[src/rtl/readout_busy_pkg.sv]
// Package: shared constants and types for the readout busy controller.
// Assumes: nothing beyond IEEE 1800-2017.
package readout_busy_pkg;

    // Number of readout ping-pong slots; fixed by the readout structure.
    localparam int unsigned PP_SLOTS = 2;
    localparam int unsigned PP_W     = $clog2(PP_SLOTS + 1);

    // Why BUSY is currently what it is.
    typedef enum logic [1:0] {
        ST_ALIVE = 2'd0,   // ready for triggers
        ST_EVENT = 2'd1,   // masked L1 seen, waiting for the L2 decision
        ST_FULL  = 2'd2    // L2 accept found no free front-end buffer
    } busy_state_e;

endpackage

[src/rtl/busy_credit_counter.sv]
// Module: saturating credit counter, reloaded to MAX_VAL on reset or load.
// Assumes: inc and dec are single-cycle pulses; inc and dec together cancel.
// bound_hit pulses combinationally when a step would cross 0 or MAX_VAL.
module busy_credit_counter #(
    parameter int unsigned MAX_VAL = 4,
    parameter int unsigned WIDTH   = $clog2(MAX_VAL + 1)
) (
    input  logic             clk,
    input  logic             rst_n,
    input  logic             load,
    input  logic             inc,
    input  logic             dec,
    output logic [WIDTH-1:0] count,
    output logic             bound_hit
);

    localparam logic [WIDTH-1:0] TOP = WIDTH'(MAX_VAL);

    logic step_up;
    logic step_dn;
    logic at_top;
    logic at_zero;

    // Purpose: resolve the net step and detect bound violations.
    always_comb begin
        step_up   = inc & ~dec;
        step_dn   = dec & ~inc;
        at_top    = (count == TOP);
        at_zero   = (count == '0);
        bound_hit = ~load & ((step_up & at_top) | (step_dn & at_zero));
    end

    // Purpose: hold the credit count, saturating at both ends.
    always_ff @(posedge clk) begin
        if (!rst_n || load) begin
            count <= TOP;
        end else if (step_up && !at_top) begin
            count <= count + 1'b1;
        end else if (step_dn && !at_zero) begin
            count <= count - 1'b1;
        end
    end

endmodule

[src/rtl/busy_state_fsm.sv]
// Module: BUSY state machine driven by decoded trigger pulses.
// Assumes: pulses are single-cycle; fe_avail reflects the registered
// front-end free count in the same cycle. Priority: load, masked L1,
// L2 reject, L2 accept, then self-release from ST_FULL.
module busy_state_fsm
    import readout_busy_pkg::*;
(
    input  logic        clk,
    input  logic        rst_n,
    input  logic        load,
    input  logic        l1_hit,
    input  logic        l2_rej,
    input  logic        l2_acc,
    input  logic        fe_avail,
    output logic        busy,
    output busy_state_e state
);

    busy_state_e state_nx;

    // Purpose: choose the next BUSY state from the trigger pulses.
    always_comb begin
        state_nx = state;
        if (l1_hit) begin
            state_nx = ST_EVENT;
        end else if (l2_rej) begin
            state_nx = ST_ALIVE;
        end else if (l2_acc) begin
            state_nx = fe_avail ? ST_ALIVE : ST_FULL;
        end else if (state == ST_FULL && fe_avail) begin
            state_nx = ST_ALIVE;
        end
    end

    // Purpose: register the state; load and reset return to alive.
    always_ff @(posedge clk) begin
        if (!rst_n || load) begin
            state <= ST_ALIVE;
        end else begin
            state <= state_nx;
        end
    end

    // Purpose: BUSY is high in every state except alive.
    always_comb busy = (state != ST_ALIVE);

endmodule

[src/rtl/readout_busy_ctrl.sv]
// Module: readout busy controller top. Tracks free front-end buffers and
// ping-pong slots, drives BUSY, and latches a sticky bound-violation flag.
// Assumes: all inputs are single-cycle pulses synchronous to clk; the
// end-of-transfer stream is already merged across links.
module readout_busy_ctrl
    import readout_busy_pkg::*;
#(
    parameter int unsigned FE_BUFS = 4,
    localparam int unsigned FE_W   = $clog2(FE_BUFS + 1)
) (
    input  logic            clk,
    input  logic            rst_n,
    input  logic            run_init_i,
    input  logic            l1a_i,
    input  logic            l1_in_mask_i,
    input  logic            l2r_i,
    input  logic            l2a_i,
    input  logic            eot_i,
    output logic            busy_o,
    output logic [FE_W-1:0] fe_free_o,
    output logic [PP_W-1:0] pp_free_o,
    output logic            err_o
);

    logic        l1_hit;
    logic        fe_bound;
    logic        pp_bound;
    busy_state_e bstate;

    // Purpose: qualify L1 with the trigger-mask flag.
    always_comb l1_hit = l1a_i & l1_in_mask_i & ~run_init_i;

    busy_credit_counter #(.MAX_VAL(FE_BUFS), .WIDTH(FE_W)) u_fe_cnt (
        .clk       (clk),
        .rst_n     (rst_n),
        .load      (run_init_i),
        .inc       (eot_i),
        .dec       (l2a_i),
        .count     (fe_free_o),
        .bound_hit (fe_bound)
    );

    busy_credit_counter #(.MAX_VAL(PP_SLOTS), .WIDTH(PP_W)) u_pp_cnt (
        .clk       (clk),
        .rst_n     (rst_n),
        .load      (run_init_i),
        .inc       (eot_i),
        .dec       (l2a_i),
        .count     (pp_free_o),
        .bound_hit (pp_bound)
    );

    busy_state_fsm u_fsm (
        .clk      (clk),
        .rst_n    (rst_n),
        .load     (run_init_i),
        .l1_hit   (l1_hit),
        .l2_rej   (l2r_i),
        .l2_acc   (l2a_i),
        .fe_avail (fe_free_o != '0),
        .busy     (busy_o),
        .state    (bstate)
    );

    // Purpose: sticky error on any counter bound violation.
    always_ff @(posedge clk) begin
        if (!rst_n || run_init_i) begin
            err_o <= 1'b0;
        end else if (fe_bound || pp_bound) begin
            err_o <= 1'b1;
        end
    end

endmodule

[config.mk]
export PLATFORM = sky130hd
export DESIGN_NAME = readout_busy_ctrl
export DESIGN_NICKNAME = d
export VERILOG_FILES = /design/src/rtl/readout_busy_pkg.sv /design/src/rtl/busy_credit_counter.sv /design/src/rtl/busy_state_fsm.sv /design/src/rtl/readout_busy_ctrl.sv
export SDC_FILE = /design/constraint.sdc
export NUM_CORES = 1
export LEC_CHECK = 0
export ABC_CLOCK_PERIOD_IN_PS = 2600
export CAP_MARGIN = 0
export CORE_AREA = 2 2 39 41
export CTS_BUF_LIST = sky130_fd_sc_hd__clkbuf_8 sky130_fd_sc_hd__clkbuf_16
export DETAILED_ROUTE_END_ITERATION = 8
export DIE_AREA = 0 0 41 43
export DONT_BUFFER_PORTS = 1
export SLEW_MARGIN = 20
export SYNTH_ARGS = -nofsm -noshare
export SYNTH_HDL_FRONTEND = slang
export SYNTH_SLANG_ARGS = --single-unit
[constraint.sdc]
create_clock -name clk -period 2.6 [get_ports clk]
set_input_delay 0.39 -clock clk [delete_from_list [all_inputs] [get_ports clk]]
set_output_delay 0.39 -clock clk [all_outputs]
set_load 0.01 [all_outputs]
-- Yosys cells after proc, flatten, opt, wreduce, memory -nomap -nowiden
Index checks and enable logic that the tools add are counted.
W data, S select, Z words.
- memory bits (read-only): 0
- latch bits: 0
- RAM bits: 0
- output and inout bits: 7
- input bits: 8
- logic and storage cells: 57
- memories kept: 0
- bits in registers: 8
- shifts and indexed selects: 0
- magnitude comparators: 0
- $mul: 0
- equality and inequality tests: 3
- reduce and logical (&&, ||, !) cells: 21
- bitwise operators: 15
- divide/modulo/power cells: 0
- mux-type cells: 9
- $add $sub $neg: 4
- operators by type and width (operator ; count):
    $and A1 B1 Y1 ; 10
    $mux W2 ; 5
    $reduce_bool A2 Y1 ; 4
    $mux W3 ; 2
    $logic_and A1 B1 Y1 ; 5
    $logic_not A1 Y1 ; 5
    $eq A2 B2 Y1 const B ; 2
    $reduce_bool A4 Y1 ; 1
    $add A3 B1 Y3 const B ; 1
    $eq A3 B3 Y1 const B ; 1
    $logic_not A3 Y1 ; 1
    $not A1 Y1 ; 3
    $reduce_bool A3 Y1 ; 1
    $reduce_or A3 Y1 ; 1
    $sub A3 B1 Y3 const B ; 1
    $add A2 B1 Y2 const B ; 1
    $logic_not A2 Y1 ; 1
    $logic_or A1 B1 Y1 ; 2
    $mux W1 ; 2
    $or A1 B1 Y1 ; 2
    $sub A2 B1 Y2 const B ; 1

-- Longest topological paths before layout
Gate-level depths: netlist (run 1).
- depth after elaboration: 6
- gate-level depth with buffers: 7
- depth with buffers taken out: 6

-- By module
Synthesis (run 1) repeated with hierarchy kept, for this count alone.
- cell total of the unflattened synthesis: 58
- area total of the unflattened synthesis: 528.0 um2
- by module, submodules not included (module ; seq. area each (um2) ; area each (um2) ; instances ; cells each):
    busy_credit_counter (u_fe_cnt) ; 60.1 ; 240.2 ; 1 ; 24
    busy_credit_counter (u_pp_cnt) ; 40.0 ; 141.4 ; 1 ; 18
    busy_state_fsm ; 40.0 ; 100.1 ; 1 ; 10
    readout_busy_ctrl ; 20.0 ; 46.3 ; 1 ; 6

-- Least setup slack after synthesis (run 1)
OpenSTA, ideal clock, no wires.
- kind: register to register
- from: register u_fe_cnt.count[0]
- to: register u_fe_cnt.count[2]
- stages on the path, launching flop included: 6
- buffers on the path: 0
- slack: 0.989 ns
- clock period less this slack: 1.611 ns
- setup time: 0.073 ns
- required time: 2.527 ns
- arrival time: 1.538 ns
- cells stage by stage: dfxtp_1 > nor3b_1 > nand2b_1 > fa_1 > o31a_1 > o211ai_2
- longest elaborated chain between the ends: 4
- elaborated cells on any way between the ends: 11
- those cells by class: 2 x add/sub; 1 x eq/ne; 2 x mux; 6 x reduce/logical
- RTL lines (what ; line ; source):
    from (decl) ; busy_credit_counter.sv:13 ; output logic [WIDTH-1:0] count,
    from (signal assigned) ; busy_credit_counter.sv:38 ; count <= count + 1'b1;
    from (signal assigned) ; busy_credit_counter.sv:40 ; count <= count - 1'b1;
    branches (longest 4 deep; another with $sub A3 B1 Y3) ; n/a ;
Several ways; the timed one is not identified. The select of a mux whose other input is x is not followed.
A chain may end at the register's enable or synchronous reset.

-- Final worst setup path (run 1)
Ends and elaborated chain as after synthesis.

==> results of run 1 <==
## cell usage after synthesis, drive strengths merged
| cell type | instances | share of area [%] |
|---|---|---|
| nor4b | 2 | 4.6 |
| o221ai | 1 | 1.7 |
| o31a | 1 | 1.7 |
| buf | 2 | 4.4 |
| xor2 | 1 | 3.2 |
| nor2b | 3 | 5.6 |
| nor3 | 1 | 0.97 |
| xnor2 | 2 | 3.4 |
| inv | 3 | 2.2 |
| a211oi | 3 | 5.4 |
| o21ai | 5 | 4.9 |
| and2b | 1 | 1.5 |
| nor2 | 1 | 0.73 |
| nand2 | 3 | 2.2 |
| nand3b | 2 | 2.9 |
| or2 | 1 | 1.2 |
| a21oi | 6 | 5.9 |
| dfxtp | 8 | 31 |
| nand2b | 3 | 3.7 |
| o211ai | 2 | 3.9 |
| nor3b | 2 | 2.9 |
| fa | 1 | 3.9 |
| mux2i | 1 | 2.0 |
## sequential cells by signal, summed over array words and instances (netlist names)
signal,cells
u_fe_cnt.count,3
u_fsm.state,2
u_pp_cnt.count,2
err_o,1
## cells in the final DEF (no fill, tap or decap), drive strengths merged
cell type / n
dfxtp: 8
a21oi: 6
o21ai: 5
nand2b: 3
inv: 3
nand2: 3
clkbuf: 3
a211oi: 3
nor2b: 3
nor3b: 2
nand3b: 2
xnor2: 2
nor4b: 2
o211ai: 2
or2: 1
and2b: 1
nor3: 1
nor2: 1
o31a: 1
o221ai: 1
mux2i: 1
xor2: 1
fa: 1
## worst max path at each step
stage / start / endpoint / cells after the start
floorplan: eot_i / u_fe_cnt.count[2]$_SDFFE_PP1P_ / 6
global route: u_fe_cnt.count[2]$_SDFFE_PP1P_ / u_fe_cnt.count[2]$_SDFFE_PP1P_ / 6
global placement: u_fe_cnt.count[0]$_SDFFE_PP0P_ / u_fe_cnt.count[2]$_SDFFE_PP1P_ / 5
detailed placement: u_fe_cnt.count[0]$_SDFFE_PP0P_ / u_fe_cnt.count[2]$_SDFFE_PP1P_ / 5
CTS: u_fe_cnt.count[0]$_SDFFE_PP0P_ / u_fe_cnt.count[2]$_SDFFE_PP1P_ / 5
finish: u_fe_cnt.count[0]$_SDFFE_PP0P_ / u_fe_cnt.count[2]$_SDFFE_PP1P_ / 5
## worst reg2reg max path, delay by kind of cell, from the launching register on
family,cells,cell delay [ns]
flops,1,0.53
compound gates,2,0.44
fa+ha+maj,1,0.41
simple gates,2,0.28
## per-stage QoR
step | std cells | utilization [%] | hold slack, ns | cell area [um2] | power, mW
3_5_place_dp | 69 | 36.9 | 0.476 | 510 | 0.181
2_1_floorplan | 55 | - | 0.467 | 513 | 0.180
6_report | 72 | 39.9 | 0.234 | 552 | 0.327
5_1_grt | 72 | 39.9 | 0.235 | 552 | 0.347
4_1_cts | 72 | 39.9 | 0.231 | 552 | 0.334
3_3_place_gp | 69 | 36.9 | 0.475 | 510 | 0.180
## layout make-up
| type | instances | area (um2) | area share, % |
|---|---|---|---|
| Multi-Input combinational cell | 42 | 319 | 57.8 |
| Sequential cell | 8 | 160 | 29.0 |
| Clock buffer | 3 | 41.3 | 7.48 |
| Tap cell | 16 | 20.0 | 3.63 |
| Inverter | 3 | 11.3 | 2.04 |
## metal layers
| metal | global-route usage (%) | wire [um] | vias up |
|---|---|---|---|
| met2 | 17.2 | 452 | 12 |
| li1 | - | - | 198 |
| met1 | 16.2 | 426 | 183 |
| met4 | 4.00 | 8 | 0 |
| met3 | 10.5 | 69 | 3 |
| met5 | 0 | 0 | - |
## kinds of logic (layout without fill, tap and decap cells)
family / Yosys count / in the layout / share of synthesized area (%)
muxes: 1 / 1 / 1.95
AOI/OAI and AO/OA: 18 / 18 / 23.4
adders and majority gates: 1 / 1 / 3.90
and+or+nand+nor: 19 / 19 / 26.3
xor gates and xnor gates: 3 / 3 / 6.59
buffers and inverters: 5 / 6 / 6.58
DFF: 8 / 8 / 31.2
## where the power goes
group	switching [mW]	internal [mW]
sequential	0.0108	0.128
clock	0.0492	0.100
combinational	0.0184	0.0203
total	0.0784	0.249
==> flow_metrics.tcl, run 1 <==
set metrics [dict create \
    area_delta_synth_final_pct 7.56 \
    slowest_delay_ns 0.53 \
    antenna_left 0 \
    min-delay-start "l2r_i" \
    r2r_start "u_fe_cnt.count[0]$_SDFFE_PP0P_" \
    finalWorstSetupSlack_ns 0.862 \
    hold_depth 1 \
    drt_first_pass_iters 4 \
    antenna-diode-count 0 \
    fin_nets 67 \
    dieArea_mm2 0.00176 \
    clockRootBuffer "clkbuf_8" \
    antenna_found_initial 0 \
    cts_setup_buffers 0 \
    startpoint_type "register" \
    power.density_mw_per_mm2 593 \
    clkTransAtPathRegs_ns 0.04 \
    ctsResizeCount 0 \
    synthCells 55 \
    arrival_ns 1.89 \
    ys_seq_elements 8 \
    required_ns 2.76 \
    tightest_slew_ns 0.367 \
    rsz0062_at_grt "false" \
    worstSetupPathType "register to register" \
    cts_buffers 3 \
    synth_area_um2 513 \
    path_buf_inv 0 \
    fin_setup_tns_ns 0 \
    reg2reg_slack_ns 0.86 \
    drt-total-wl_um 956 \
    dpl.hpwl_um 739 \
    irDropWorstVdd_uv 265 \
    grt_max_degree 12 \
    fmax_ghz 0.575 \
    gp_congestion 0.666 \
    pin_count 15 \
    cts.htree.levels 1 \
    cp_top_family "flip-flops" \
    maxCapViolCount 0 \
    via_per_inst 5.50 \
    row_count 14 \
    relSlewSlack_pct 75.5 \
    hp-class "primary input to register" \
    cts_hold_buf 0 \
    yosys_warnings 0 \
    avgSynthCellArea_um2 9.33 \
    min_delay_worst_endpoint "u_fsm.state[1]$_SDFFE_PP0P_" \
    endpoint_kind "register" \
    fill_cells 159 \
    drive_gt1_share_pct 17.9 \
    period_needed_ns 1.74 \
    ys_seq_area_share_pct 31.2 \
    grt_pass1_vias 337 \
    post_drt_wl_per_cell_um 13.3 \
    setup_viol 0 \
    outcome "complete, no violations" \
    die_h_um 43 \
    drt_iter0_markers 8 \
    fin_crit_sh_pct 66.8 \
    hold_viol 0 \
    io_buffers 0 \
    cts_buffer_depth 2 \
    synth_cell_types 29 \
    grt_usage_pct 13.2 \
    syn-num-nets 64 \
    grt-ovfl-total 0 \
    clk_latency_ns 0.23 \
    drv_slew 0 \
    grt_pass1_wl_um 1480 \
    timing.rr.end "u_fe_cnt.count[2]$_SDFFE_PP1P_" \
    p_leak_nw 0.186 \
    critPathMaxFanout 8 \
    cp_slowest_cell "dfxtp_1" \
    core_mm2 0.00138 \
    die_w_um 41 \
    reg2reg_depth 5 \
    pre_cts_ws_ns 0.881 \
    cts_tree "built" \
    cts.sinks 8 \
    clock_skew_ns 0.00392 \
    vias 396 \
    initial_core_util_pct 37.1 \
    drcViolationCount 0 \
    path_cells "nor3b_1 > nand2b_1 > fa_1 > o31a_1 > o211ai_2" \
]
(Power assumes the default switching activity.)
==> run 2: changes to the inputs <==
ABC_CLOCK_PERIOD_IN_PS = 1600   (was 2600)
clock period = 1.6 ns   (was 2.6 ns; I/O delays follow)
==> run 2 against run 1 <==
  * Worst setup slack got worse by 0.78 ns
  * Power up 66%
  * Clock power is 65% higher
  * Via count up 5.3%
  * Count of clock-buffer cells in the layout stayed put
  * First-iteration DRC count unchanged
  * Sequential share of layout area down 1.2 points
  * Sequential cell count stayed put
  * Design area up 5.2%
  * Fmax grew 14%
  * Largest cell class unchanged
==> flow_metrics.tcl, run 2 (synthesis results as in run 1) <==
set metrics [dict create \
    drive_gt1_share_pct 25.4 \
    gp_congestion 0.723 \
    worstSetupPathType "register to register" \
    outcome "complete, no violations" \
    setup_viol 0 \
    maxCapViolCount 0 \
    cts_buffers 3 \
    fin_nets 70 \
    die_w_um 41 \
    drt_iter0_markers 8 \
    endpoint_kind "register" \
    largest_reg_flops 3 \
    antenna_left 0 \
    drv_slew 0 \
    required_ns 1.76 \
    antenna_found_initial 0 \
    p_sw_share_pct 24.5 \
    grt_pass1_vias 373 \
    p_int_uw 410 \
    row_count 14 \
    grt_pass1_wl_um 1700 \
    cts.htree.levels 1 \
    cts_tree "built" \
    multi_input_area_um2 324 \
    clock_skew_ns 0.000733 \
    tightest_slew_ns 0.329 \
    grt-ovfl-total 0 \
    finalWorstSetupSlack_ns 0.0811 \
    fmax_ghz 0.658 \
    p_sw_uw 133 \
    power_frac_clock_pct 45.4 \
    grt_max_degree 12 \
    drcViolationCount 0 \
    p_leak_nw 0.204 \
    drt-total-wl_um 1020 \
    pin_count 15 \
    final_cell_mix "dfxtp_1 (7), a21oi_1 (6), o21ai_0 (4)" \
    power.density_mw_per_mm2 936 \
    clockRootBuffer "clkbuf_8" \
    irDropWorstVdd_uv 459 \
    clkTransAtPathRegs_ns 0.04 \
    fill_cells 138 \
    drt_first_pass_iters 4 \
    fin_crit_sh_pct 94.9 \
    fin_setup_tns_ns 0 \
    seq_area_um2 161 \
    period_needed_ns 1.52 \
    dpl_cell_area_um2 534 \
    top_register "u_fe_cnt.count" \
    vias 417 \
    top_regs "u_fe_cnt.count x3, u_fsm.state x2, u_pp_cnt.count x2" \
    cts.sinks 8 \
    via_per_inst 5.56 \
    hp-class "primary input to register" \
    core_mm2 0.00138 \
    final_common_cell "dfxtp_1" \
    p_comb_share_pct 14.2 \
    post_drt_wl_per_cell_um 13.5 \
    clk_latency_ns 0.23 \
    rsz0062_at_grt "false" \
    antenna-diode-count 0 \
    p_seq_share_pct 40.4 \
    pre_cts_ws_ns 0.0956 \
    relSlewSlack_pct 78.0 \
    dieArea_mm2 0.00176 \
    cts_hold_buf 0 \
    dpl.hpwl_um 793 \
    io_buffers 0 \
    die_h_um 43 \
    arrival_ns 1.68 \
    startpoint_type "register" \
    fin_area_um2 581 \
    cts_setup_buffers 0 \
    area_delta_synth_final_pct 13.2 \
    cts_buffer_depth 2 \
    initial_core_util_pct 37.1 \
    critPathMaxFanout 3 \
    grt_usage_pct 14.7 \
    hold_viol 0 \
]
==> run 2: changes by cell type in the layout (fill, tap and decap cells not counted) <==
cell     change
nor3b_1      -1
buf_4        +3
dfxtp_2      +1
nor3b_2      +1
dfxtp_1      -1
==> run 2: critical path, stage by stage (launching register included) <==
cell,delay (ns)
dfxtp_1,0.30
nor3b_2,0.15
nand2b_1,0.15
fa_1,0.41
o31a_1,0.32
o211ai_2,0.12
==> run 2: power by group through the flow <==
stage	logic (mW)	clock network, mW	registers (mW)
after floorplan	0.0659	0	0.227
after global placement	0.0748	0	0.223
after detailed placement	0.0767	0	0.223
after CTS	0.0767	0.254	0.219
after global routing	0.0864	0.259	0.221
final	0.0770	0.247	0.220
==> run 2: final timing paths <==
path,start,endpoint,slack (ns),cells past startpoint
setup / recovery,u_fe_cnt.count[2]$_SDFFE_PP1P_,u_fe_cnt.count[2]$_SDFFE_PP1P_,0.08,5
hold / removal,l2r_i,u_fsm.state[1]$_SDFFE_PP0P_,0.09,1
setup reg to reg,u_fe_cnt.count[2]$_SDFFE_PP1P_,u_fe_cnt.count[2]$_SDFFE_PP1P_,0.08,5
hold reg to reg,u_fsm.state[0]$_SDFFE_PP0P_,u_fsm.state[0]$_SDFFE_PP0P_,0.51,2
==> run 2: layout make-up <==
| cell class | instances | share of cell area, % |
|---|---|---|
| Clock buffer | 3 | 7.11 |
| Inverter | 3 | 1.94 |
| Multi-Input combinational cell | 42 | 55.8 |
| Sequential cell | 8 | 27.8 |
| Tap cell | 16 | 3.45 |
| Timing Repair Buffer | 3 | 3.88 |
==> run 2: per-stage QoR <==
step,instances,power (mW),utilization [%],hold WS (ns)
finish,75,0.543,42.0,0.0855
global route,75,0.566,42.0,0.0925
CTS,75,0.550,41.6,0.0841
detailed placement,72,0.300,38.6,0.325
global placement,72,0.298,38.6,0.325
floorplan,55,0.292,-,0.317
==> run 2: repair_timing <==
item,4_1_cts,5_1_grt
setup endpoints to repair,0,1
endpoints found under the hold margin,0,0
gates resized for setup,0,1
==> run 2: routing by layer <==
layer  track usage, %  vias to the layer above  wire (um)
li1                 -                      209          -
met1             20.1                      197        466
met2             19.1                        9        488
met3             4.19                        2         53
met4             10.0                        0          8
met5                0                        -          0
==> run 3: changes to the inputs <==
ABC_CLOCK_PERIOD_IN_PS = 1750   (was 1600)
CORE_AREA = unset   (was 2 2 39 41)
CORE_UTILIZATION = 35   (was unset)
DIE_AREA = unset   (was 0 0 41 43)
clock period = 1.75 ns   (was 1.6 ns; I/O delays follow)
==> run 3 against run 2 <==
  * Non-clock buffer count did not move
  * Power fell by 10%
  * Routed wire length is 2.1% lower
  * Sequential power down 9.1%
  * First-iteration DRC count up 25%
  * Fmax down 0.46%
  * Clock power fell by 12%
  * Sequential share of layout area rose by 0.15 points
==> flow_metrics.tcl, run 3 (synthesis results as in run 1) <==
set metrics [dict create \
    outcome "complete, no violations" \
    ctsResizeCount 0 \
    cts_setup_buffers 0 \
    via_per_inst 5.32 \
    p_comb_share_pct 14.5 \
    fin_setup_tns_ns 0 \
    dieArea_mm2 0.00162 \
    final_common_cell "dfxtp_1" \
    grt_usage_pct 14.5 \
    maxCapViolCount 0 \
    rsz0062_at_grt "false" \
    relSlewSlack_pct 78.9 \
    p_sw_uw 114 \
    setup_viol 0 \
    fmax_ghz 0.655 \
    cts_buffer_depth 2 \
    clockRootBuffer "clkbuf_8" \
    clkTransAtPathRegs_ns 0.04 \
    critPathMaxFanout 3 \
    cts_buffers 3 \
    dpl.hpwl_um 769 \
    row_count 13 \
    period_needed_ns 1.53 \
    cts.sinks 8 \
    post-place-cells 71 \
    antenna-diode-count 0 \
    tightest_slew_ns 0.315 \
    hold_depth 1 \
    hp-class "primary input to register" \
    pin_count 15 \
    power.density_mw_per_mm2 851 \
    fin_crit_sh_pct 87.2 \
    grt_max_degree 12 \
    min_delay_worst_endpoint "u_fsm.state[1]$_SDFFE_PP0P_" \
    cts_hold_buf 0 \
    endpoint_kind "register" \
    fin_nets 70 \
    io_buffers 0 \
    final_cell_mix "dfxtp_1 (8), a21oi_1 (6), o21ai_0 (4)" \
    vias 394 \
    fill_cells 140 \
    p_leak_nw 0.201 \
    top_register "u_fe_cnt.count" \
    p_int_uw 374 \
    irDropWorstVdd_uv 404 \
    drv_slew 0 \
    largest_reg_flops 3 \
    cts.htree.levels 1 \
    area_delta_synth_final_pct 11.7 \
    p_seq_share_pct 41.0 \
    final_cells 74 \
    drive_gt1_share_pct 22.0 \
    startpoint "u_fe_cnt.count[2]$_SDFFE_PP1P_" \
    post_drt_wl_per_cell_um 13.4 \
    initial_core_util_pct 38.5 \
    die_h_um 40.3 \
    grt_pass1_vias 321 \
    drt_iter0_markers 10 \
    worstSetupPathType "register to register" \
    hold_viol 0 \
    top_regs "u_fe_cnt.count x3, u_fsm.state x2, u_pp_cnt.count x2" \
    grt-ovfl-total 0 \
    drt-total-wl_um 995 \
    power_frac_clock_pct 44.5 \
    finalWorstSetupSlack_ns 0.224 \
    clock_skew_ns 0.00113 \
    reg2reg_slack_ns 0.22 \
    core_mm2 0.00133 \
    gp_congestion 0.739 \
    required_ns 1.91 \
    antenna_left 0 \
    drcViolationCount 0 \
    r2r_start "u_fe_cnt.count[2]$_SDFFE_PP1P_" \
    pre_cts_ws_ns 0.226 \
    clk_latency_ns 0.23 \
    min-delay-start "l2r_i" \
    p_sw_share_pct 23.3 \
    cts_tree "built" \
    antenna_found_initial 0 \
    drt_first_pass_iters 3 \
    timing.rr.end "u_fe_cnt.count[2]$_SDFFE_PP1P_" \
    startpoint_type "register" \
    grt_pass1_wl_um 1460 \
    reg2reg_depth 5 \
    arrival_ns 1.68 \
    die_w_um 40.3 \
]
-- run 3: cell count changes in the layout (fill, tap and decap cells not counted) --
cell     delta
dfxtp_1     +1
nor3b_2     -1
nor3b_1     +1
dfxtp_2     -1
-- run 3: cell type report --
type	instances	area [um2]	share of cell area, %
clock buffer	3	41.3	7.21
inverter	3	11.3	1.97
multi-input combinational	42	319	55.7
sequential	8	160	27.9
tap	15	18.8	3.28
timing repair buffer	3	22.5	3.93
-- run 3: per-layer routing --
| layer | vias to the layer above | track usage, % | share of wire (%) |
|---|---|---|---|
| li1 | 207 | - | - |
| met1 | 177 | 19.1 | 49 |
| met2 | 10 | 19.0 | 44 |
| met5 | - | 0 | 0 |
| met3 | 0 | 10.6 | 6.6 |
| met4 | 0 | 2.50 | 0 |
-- run 3: power groups by stage --
stage	combinational, mW	clock, mW	sequential [mW]
finish	0.0708	0.217	0.200
global placement	0.0698	0	0.203
CTS	0.0705	0.224	0.200
floorplan	0.0602	0	0.207
global route	0.0783	0.237	0.201
detailed placement	0.0703	0	0.203
-- run 3: worst max-delay path: stages, from the launching register on --
cell	delay, ns
dfxtp_1	0.31
nor3b_1	0.14
nand2b_1	0.15
fa_1	0.41
o31a_1	0.32
o211ai_2	0.13
-- run 3: worst max path at each step --
| stage | cells past startpoint | slack (ns) | endpoint |
|---|---|---|---|
| finish | 5 | 0.22 | u_fe_cnt.count[2]$_SDFFE_PP1P_ |
| detailed placement | 5 | 0.23 | u_fe_cnt.count[2]$_SDFFE_PP1P_ |
| floorplan | 5 | 0.14 | u_fe_cnt.count[2]$_SDFFE_PP1P_ |
| global route | 6 | 0.13 | u_fe_cnt.count[2]$_SDFFE_PP1P_ |
| CTS | 5 | 0.22 | u_fe_cnt.count[2]$_SDFFE_PP1P_ |
| global placement | 5 | 0.27 | u_fe_cnt.count[2]$_SDFFE_PP1P_ |
-- run 3: per-stage QoR --
stage | hold WS (ns) | total power [mW] | utilization [%] | cell area [um2]
after floorplan | 0.339 | 0.267 | - | 513
after global placement | 0.347 | 0.273 | 39.9 | 532
after detailed placement | 0.346 | 0.273 | 39.9 | 532
after CTS | 0.108 | 0.494 | 43.0 | 573
after global routing | 0.111 | 0.516 | 43.0 | 573
final | 0.111 | 0.488 | 43.0 | 573
